**src/rtl/vdp_host_pkg.sv**
```systemverilog
package vdp_host_pkg;
  localparam int unsigned ADDR_W     = 14;
  localparam int unsigned DATA_W     = 8;
  localparam int unsigned NUM_REGS   = 8;
  localparam int unsigned SNUM_W     = 5;
  localparam int unsigned INT_EN_REG = 1;
  localparam int unsigned INT_EN_BIT = 5;

  typedef enum logic [1:0] {
    CMD_NONE   = 2'd0,
    CMD_SET_WR = 2'd1,
    CMD_SET_RD = 2'd2
  } addr_cmd_e;
endpackage

```
**src/rtl/vdp_ctl_decode.sv**
```systemverilog
module vdp_ctl_decode
  import vdp_host_pkg::*;
#(
  parameter int unsigned AW   = ADDR_W,
  parameter int unsigned DW   = DATA_W,
  parameter int unsigned NREG = NUM_REGS
) (
  input  logic               clk_i,
  input  logic               rst_ni,
  input  logic               acc_i,
  input  logic               ctl_i,
  input  logic               we_i,
  input  logic [DW-1:0]      wdata_i,
  output addr_cmd_e          cmd_o,
  output logic [AW-1:0]      cmd_addr_o,
  output logic [NREG*DW-1:0] regs_o
);
  localparam int unsigned IW = $clog2(NREG);
  localparam int unsigned HW = AW - DW;

  logic          pair_q;
  logic [DW-1:0] lo_q;
  logic          ctl_wr, second, reg_wr;

  assign ctl_wr = acc_i & ctl_i & we_i;
  assign second = ctl_wr & pair_q;
  assign reg_wr = second & wdata_i[DW-1];

  always_comb begin
    cmd_o = CMD_NONE;
    if (second && !wdata_i[DW-1]) cmd_o = wdata_i[DW-2] ? CMD_SET_WR : CMD_SET_RD;
  end
  assign cmd_addr_o = {wdata_i[HW-1:0], lo_q};

  // pairing: any other accepted access drops a half-written pair
  always_ff @(posedge clk_i or negedge rst_ni) begin
    if (!rst_ni) begin
      pair_q <= 1'b0;
      lo_q   <= '0;
    end else if (ctl_wr) begin
      pair_q <= ~pair_q;
      if (!pair_q) lo_q <= wdata_i;
    end else if (acc_i) begin
      pair_q <= 1'b0;
    end
  end

  for (genvar g = 0; g < NREG; g++) begin : g_reg
    logic [DW-1:0] r_q;
    always_ff @(posedge clk_i or negedge rst_ni) begin
      if (!rst_ni) r_q <= '0;
      else if (reg_wr && wdata_i[IW-1:0] == IW'(g)) r_q <= lo_q;
    end
    assign regs_o[g*DW +: DW] = r_q;
  end

  p_reg_hold_r2: assert property (@(posedge clk_i) disable iff (!rst_ni)
    !reg_wr |=> $stable(regs_o));
  p_pair_drop_r8: assert property (@(posedge clk_i) disable iff (!rst_ni)
    (acc_i && !(ctl_i && we_i)) |=> !pair_q);
  p_cmd_second_r3: assert property (@(posedge clk_i) disable iff (!rst_ni)
    (cmd_o != CMD_NONE) |-> (pair_q && acc_i));
endmodule

```
**src/rtl/vdp_vram_xfer.sv**
```systemverilog
module vdp_vram_xfer
  import vdp_host_pkg::*;
#(
  parameter int unsigned AW = ADDR_W,
  parameter int unsigned DW = DATA_W
) (
  input  logic          clk_i,
  input  logic          rst_ni,
  input  logic          acc_i,
  input  logic          ctl_i,
  input  logic          we_i,
  input  logic [DW-1:0] wdata_i,
  input  addr_cmd_e     cmd_i,
  input  logic [AW-1:0] cmd_addr_i,
  output logic [DW-1:0] buf_o,
  output logic          busy_o,
  output logic          vram_req_o,
  output logic          vram_we_o,
  output logic [AW-1:0] vram_addr_o,
  output logic [DW-1:0] vram_wdata_o,
  input  logic          vram_ack_i,
  input  logic [DW-1:0] vram_rdata_i
);
  logic [AW-1:0] addr_q;
  logic [DW-1:0] buf_q;
  logic          dat_rd, dat_wr;

  assign dat_rd = acc_i & ~ctl_i & ~we_i;
  assign dat_wr = acc_i & ~ctl_i & we_i;

  always_ff @(posedge clk_i or negedge rst_ni) begin
    if (!rst_ni) begin
      addr_q       <= '0;
      buf_q        <= '0;
      vram_req_o   <= 1'b0;
      vram_we_o    <= 1'b0;
      vram_addr_o  <= '0;
      vram_wdata_o <= '0;
    end else if (cmd_i == CMD_SET_WR) begin
      addr_q <= cmd_addr_i;
    end else if (cmd_i == CMD_SET_RD) begin
      vram_req_o  <= 1'b1;
      vram_we_o   <= 1'b0;
      vram_addr_o <= cmd_addr_i;
      addr_q      <= cmd_addr_i + 1'b1;
    end else if (dat_rd) begin
      vram_req_o  <= 1'b1;
      vram_we_o   <= 1'b0;
      vram_addr_o <= addr_q;
      addr_q      <= addr_q + 1'b1;
    end else if (dat_wr) begin
      vram_req_o   <= 1'b1;
      vram_we_o    <= 1'b1;
      vram_addr_o  <= addr_q;
      vram_wdata_o <= wdata_i;
      buf_q        <= wdata_i;
      addr_q       <= addr_q + 1'b1;
    end else if (vram_req_o && vram_ack_i) begin
      vram_req_o <= 1'b0;
      if (!vram_we_o) buf_q <= vram_rdata_i;
    end
  end

  assign buf_o  = buf_q;
  assign busy_o = vram_req_o;

  p_req_hold_r12: assert property (@(posedge clk_i) disable iff (!rst_ni)
    (vram_req_o && !vram_ack_i) |=> (vram_req_o && $stable(vram_addr_o) && $stable(vram_we_o)));
  p_addr_step_r5: assert property (@(posedge clk_i) disable iff (!rst_ni)
    (dat_rd || dat_wr) |=> (addr_q == AW'($past(addr_q) + 1'b1)));
  p_wrap_r7: assert property (@(posedge clk_i) disable iff (!rst_ni)
    ((dat_rd || dat_wr) && addr_q == {AW{1'b1}}) |=> (addr_q == '0));
  p_wr_buf_r6: assert property (@(posedge clk_i) disable iff (!rst_ni)
    dat_wr |=> (buf_q == $past(wdata_i) && vram_we_o));
  p_set_nofetch_r3: assert property (@(posedge clk_i) disable iff (!rst_ni)
    (cmd_i == CMD_SET_WR) |=> $stable(buf_q));
endmodule

```
**src/rtl/vdp_status.sv**
```systemverilog
module vdp_status
  import vdp_host_pkg::*;
#(
  parameter int unsigned NW = SNUM_W
) (
  input  logic          clk_i,
  input  logic          rst_ni,
  input  logic          rd_i,
  input  logic          frame_end_i,
  input  logic          fifth_i,
  input  logic [NW-1:0] fifth_num_i,
  input  logic          coll_i,
  input  logic          int_en_i,
  output logic [NW+2:0] status_o,
  output logic          int_no
);
  logic          frame_q, fifth_q, coll_q;
  logic [NW-1:0] num_q;

  // a new event outranks the clear from a same-cycle read
  always_ff @(posedge clk_i or negedge rst_ni) begin
    if (!rst_ni) begin
      frame_q <= 1'b0;
      coll_q  <= 1'b0;
      fifth_q <= 1'b0;
      num_q   <= '0;
    end else begin
      if (frame_end_i)  frame_q <= 1'b1;
      else if (rd_i)    frame_q <= 1'b0;
      if (coll_i)       coll_q  <= 1'b1;
      else if (rd_i)    coll_q  <= 1'b0;
      if (fifth_i && !fifth_q) begin
        fifth_q <= 1'b1;
        num_q   <= fifth_num_i;
      end
    end
  end

  assign status_o = {frame_q, fifth_q, coll_q, num_q};
  assign int_no   = ~(frame_q & int_en_i);

  p_frame_set_r10: assert property (@(posedge clk_i) disable iff (!rst_ni)
    frame_end_i |=> status_o[NW+2]);
  p_rd_clear_r9: assert property (@(posedge clk_i) disable iff (!rst_ni)
    (rd_i && !frame_end_i && !coll_i) |=> (!status_o[NW+2] && !status_o[NW]));
  p_fifth_keep_r9: assert property (@(posedge clk_i) disable iff (!rst_ni)
    status_o[NW+1] |=> (status_o[NW+1] && $stable(status_o[NW-1:0])));
  p_int_low_r11: assert property (@(posedge clk_i) disable iff (!rst_ni)
    !int_no |-> (status_o[NW+2] && int_en_i));
endmodule

```
**src/rtl/vdp_host_port.sv**
```systemverilog
module vdp_host_port
  import vdp_host_pkg::*;
#(
  parameter int unsigned AW   = ADDR_W,
  parameter int unsigned DW   = DATA_W,
  parameter int unsigned NREG = NUM_REGS,
  parameter int unsigned NW   = SNUM_W
) (
  input  logic               clk_i,
  input  logic               rst_ni,
  input  logic               host_sel_i,
  input  logic               host_ctl_i,
  input  logic               host_we_i,
  input  logic [DW-1:0]      host_wdata_i,
  output logic [DW-1:0]      host_rdata_o,
  output logic               host_busy_o,
  output logic               vram_req_o,
  output logic               vram_we_o,
  output logic [AW-1:0]      vram_addr_o,
  output logic [DW-1:0]      vram_wdata_o,
  input  logic               vram_ack_i,
  input  logic [DW-1:0]      vram_rdata_i,
  input  logic               frame_end_i,
  input  logic               spr_fifth_i,
  input  logic [NW-1:0]      spr_fifth_num_i,
  input  logic               spr_coll_i,
  output logic [NREG*DW-1:0] ctrl_regs_o,
  output logic               int_no
);
  logic          acc, st_rd, busy;
  addr_cmd_e     cmd;
  logic [AW-1:0] cmd_addr;
  logic [DW-1:0] rd_buf;
  logic [NW+2:0] status;

  assign acc   = host_sel_i & ~busy;
  assign st_rd = acc & host_ctl_i & ~host_we_i;

  vdp_ctl_decode #(.AW(AW), .DW(DW), .NREG(NREG)) u_ctl (
    .clk_i, .rst_ni, .acc_i(acc), .ctl_i(host_ctl_i), .we_i(host_we_i),
    .wdata_i(host_wdata_i), .cmd_o(cmd), .cmd_addr_o(cmd_addr), .regs_o(ctrl_regs_o)
  );

  vdp_vram_xfer #(.AW(AW), .DW(DW)) u_xfer (
    .clk_i, .rst_ni, .acc_i(acc), .ctl_i(host_ctl_i), .we_i(host_we_i),
    .wdata_i(host_wdata_i), .cmd_i(cmd), .cmd_addr_i(cmd_addr), .buf_o(rd_buf),
    .busy_o(busy), .vram_req_o, .vram_we_o, .vram_addr_o, .vram_wdata_o,
    .vram_ack_i, .vram_rdata_i
  );

  vdp_status #(.NW(NW)) u_status (
    .clk_i, .rst_ni, .rd_i(st_rd), .frame_end_i, .fifth_i(spr_fifth_i),
    .fifth_num_i(spr_fifth_num_i), .coll_i(spr_coll_i),
    .int_en_i(ctrl_regs_o[INT_EN_REG*DW + INT_EN_BIT]), .status_o(status), .int_no
  );

  always_ff @(posedge clk_i or negedge rst_ni) begin
    if (!rst_ni) host_rdata_o <= '0;
    else if (acc && !host_we_i) host_rdata_o <= host_ctl_i ? DW'(status) : rd_buf;
  end

  assign host_busy_o = busy;

  p_busy_hold_r12: assert property (@(posedge clk_i) disable iff (!rst_ni)
    (host_busy_o && !vram_ack_i) |=> host_busy_o);
  p_rdata_hold_r5: assert property (@(posedge clk_i) disable iff (!rst_ni)
    !(host_sel_i && !host_busy_o && !host_we_i) |=> $stable(host_rdata_o));
endmodule

```
**config.mk**
```make
export PLATFORM = sky130hd
export DESIGN_NAME = vdp_host_port
export DESIGN_NICKNAME = d
export VERILOG_FILES = /design/src/rtl/vdp_host_pkg.sv /design/src/rtl/vdp_ctl_decode.sv /design/src/rtl/vdp_vram_xfer.sv /design/src/rtl/vdp_status.sv /design/src/rtl/vdp_host_port.sv
export SDC_FILE = /design/constraint.sdc
export NUM_CORES = 1
export LEC_CHECK = 0
export BUFFER_PORTS_ARGS = -buffer_cell sky130_fd_sc_hd__clkbuf_2
export CAP_MARGIN = 5
export CORE_ASPECT_RATIO = 0.6
export CORE_MARGIN = 3
export CORE_UTILIZATION = 45
export CTS_BUF_LIST = sky130_fd_sc_hd__clkbuf_8
export CTS_CLUSTER_SIZE = 24
export DETAILED_ROUTE_END_ITERATION = 10
export GPL_TIMING_DRIVEN = 0
export PLACE_DENSITY = 0.74
export SYNTH_ARGS = -nofsm -noshare
export SYNTH_HDL_FRONTEND = slang
export SYNTH_SLANG_ARGS = --single-unit
```
**constraint.sdc**
```tcl
create_clock -name clk_i -period 3.7 [get_ports clk_i]
set_input_delay 0.555 -clock clk_i [delete_from_list [all_inputs] [get_ports clk_i]]
set_output_delay 0.555 -clock clk_i [all_outputs]
set_load 0.005 [all_outputs]
```
==> flow_metrics.tcl <==
set metrics [dict create \
    r2r-start "u_xfer.busy_o$_DFFE_PN0P_" \
    fin_cells 867 \
    drive_gt1_share_pct 36.9 \
    cts_resized 0 \
    drc_errors 0 \
    hold_buffers 0 \
    drt-total-wl_um 17500 \
    hpwl_um 12600 \
    hold_viol_final 0 \
    cts_root_buf "clkbuf_8" \
    timing.fmax_ghz 0.306 \
    grt_overflow 0 \
    vias_per_cell 5.73 \
    syn_area_um2 6240 \
    grt_pass1_wl_um 27500 \
    wl_per_cell_um 20.2 \
    synth_fp_nets 575 \
    synth_edf_count 0 \
    holdWs_ps 77.4 \
    start_util_pct 47.3 \
    grt_usage_pct 23.2 \
    clock_path_buffers 2 \
    finClkSkew_ps 16.6 \
    endpoint "u_xfer.addr_q[10]$_DFFE_PN0P_" \
    dpl_worst_slack_ps 346 \
    die_h_um 97.2 \
    ys_types 58 \
    initialDrtViolationCount 386 \
    drtAntennaViolNets 0 \
    cp_max_fo 10 \
    die_width_um 158 \
    cts_setup_buffers 0 \
    synth_flop_cell "dfrtp_1" \
    crit_cells 11 \
    post-route-util_pct 57.1 \
    leakage_nw 3.65 \
    slew_headroom_pct 47.2 \
    grt_max_degree 72 \
    synth_cells 544 \
    arrival_ps 3620 \
    vdd_drop_max_mv 0.286 \
    startpoint "u_xfer.busy_o$_DFFE_PN0P_" \
    num_io_pins 128 \
    slew_violations 0 \
    area_delta_synth_final_pct 20.6 \
    yosys_warnings 0 \
    synthArstFlopShare_pct 100 \
    critPathMaxStageDelay_ps 530 \
    ys_seq_area_share_pct 54.2 \
    reg2reg_to "u_xfer.addr_q[10]$_DFFE_PN0P_" \
    worstPathRequired_ps 4050 \
    rrSetupSlack_ps 430 \
    dp_cells 838 \
    placementRows 32 \
    core-area_um2 13200 \
    crit_path_top_delay_cell "nor2_1" \
    dieArea_um2 15400 \
    crit_family "simple AND/OR/NAND/NOR gates" \
    fillCellCount 1127 \
    worst_slew_pin_slew_ps 792 \
    rsz0062_at_grt "no" \
    clk_latency_ps 440 \
    cts_sinks 135 \
    final.setup.tns_ps 0 \
    routabilityCongestion 0.988 \
    hold_class "in -> async" \
    path_buf_inv 2 \
    cp_cell_sequence "and3b_1 -> clkbuf_1 -> nand2_1 -> buf_2 -> mux2_2 -> ha_1 -> nand4b_1 -> nor2_1 -> nand4_1 -> a21o_1 -> a211oi_1" \
    syn_area_per_cell_um2 11.5 \
    cts_tree "done" \
    critical_path_class "reg -> reg" \
    power_density_nw_per_um2 536 \
    status "complete, no violations" \
    min_period_ps 3270 \
    first_pass_iters 5 \
    worst_slack_ps 430 \
    cts-buffers-inserted 17 \
    cts_max_level 4 \
    detailroute.via_count 4970 \
    final_nets 718 \
    clk_pin_slew_ps 80 \
    end_kind "flip-flop" \
    antenna-diode-count 0 \
    cap_violations 0 \
    setup_viol 0 \
    io_buffers 123 \
    grt_antenna_before_repair 0 \
    crit_path_start_kind "flip-flop" \
    fin_crit_sh_pct 88.4 \
    first_global_vias 4942 \
    rr_worst_depth 11 \
    yosys_register_bits 135 \
]
[final cells by class]
cell class                 count  area [µm²]  share of cell area (%)
buffer                        37         161                    2.14
clock buffer                  18         248                    3.29
clock inverter                11         175                    2.33
inverter                       4        15.0                   0.200
multi-input combinational    368        2680                    35.7
sequential                   135        3380                    44.9
tap                          170         213                    2.83
timing repair buffer         124         652                    8.66
[cell usage in the layout, fill, tap and decap left out, drive strengths merged, types with 10 or more instances in the layout]
cell type,instances
mux2,87
nand3,17
clkbuf,169
nand4,10
o21ai,13
nand2,47
nor3,10
dfrtp,135
nor2,46
mux2i,17
a21oi,30
buf,10
a31oi,13
[cell usage after synthesis (5+ instances only)]
cell type	instances	area share, %
dfrtp_1	135	54
mux2_2	87	16
nand2_1	47	2.8
nor2_1	45	2.7
a21oi_1	30	2.4
clkbuf_1	28	1.7
mux2i_1	17	2.7
nand3_1	17	1.4
a31oi_1	13	1.3
o21ai_0	13	1.0
nand4_1	10	1.0
nor3_1	9	0.72
a21o_1	8	0.96
and4_1	7	0.98
a211oi_1	5	0.60
nand3b_1	5	0.60
xnor2_1	5	0.70
[report_power, final]
part | leakage, nW | total, mW | internal (mW) | switching [mW]
Combinational | 1.73 | 0.802 | 0.332 | 0.470
Sequential | 1.71 | 1.90 | 1.70 | 0.199
Clock | 0.207 | 1.33 | 0.745 | 0.588
[kinds of logic (layout without fill, tap and decap cells)]
kind of cell             count (synthesis)  in the layout  synth area share (%)
flip-flops                             135            135                  54.2
adder cells (fa/ha/maj)                  1              1                 0.201
AO/OA/AOI/OAI                           90             90                  9.19
buffers and inverters                   41            194                  2.83
XOR/XNOR                                 8              8                  1.12
multiplexers                           104            104                  18.4
AND/OR/NAND/NOR                        165            165                  14.1
[worst min-delay path by stage]
stage | to | slack, ps | depth (start not counted) | from
after floorplan | host_rdata_o[0]$_DFFE_PN0P_ | 260 | 0 | rst_ni
after global placement | u_xfer.vram_wdata_o[3]$_DFFE_PN0P_ | 460 | 1 | u_xfer.vram_wdata_o[3]$_DFFE_PN0P_
after detailed placement | u_xfer.vram_addr_o[1]$_DFFE_PN0P_ | 470 | 2 | u_xfer.vram_addr_o[1]$_DFFE_PN0P_
after CTS | u_xfer.vram_addr_o[10]$_DFFE_PN0P_ | 90 | 1 | rst_ni
after global routing | u_xfer.vram_addr_o[9]$_DFFE_PN0P_ | 100 | 1 | rst_ni
final | u_xfer.vram_addr_o[9]$_DFFE_PN0P_ | 80 | 1 | rst_ni
[per-layer routing]
metal,GRT usage [%],up-vias,wire length [µm]
li1,-,2255,-
met1,34.3,2472,8170
met2,32.8,228,7420
met3,8.41,15,1820
met4,4.89,0,131
met5,0,-,0
[flip-flops by register name, indices dropped and copies added, names as in the netlist]
name,flops
host_rdata_o,8
u_ctl.g.r_q,64
u_ctl.lo_q,8
u_ctl.pair_q,1
u_status.coll_q,1
u_status.fifth_q,1
u_status.frame_q,1
u_status.num_q,5
u_xfer.addr_q,14
u_xfer.buf_o,8
u_xfer.busy_o,1
u_xfer.vram_addr_o,14
u_xfer.vram_wdata_o,8
u_xfer.vram_we_o,1
[metrics by stage]
stage	cell area, µm²	power (mW)
floorplan	6240	2.32
global placement	7070	2.67
detailed placement	7100	2.72
CTS	7520	4.06
global route	7520	4.23
finish	7520	4.03
Note: power is estimated with default switching activity, not from simulation.
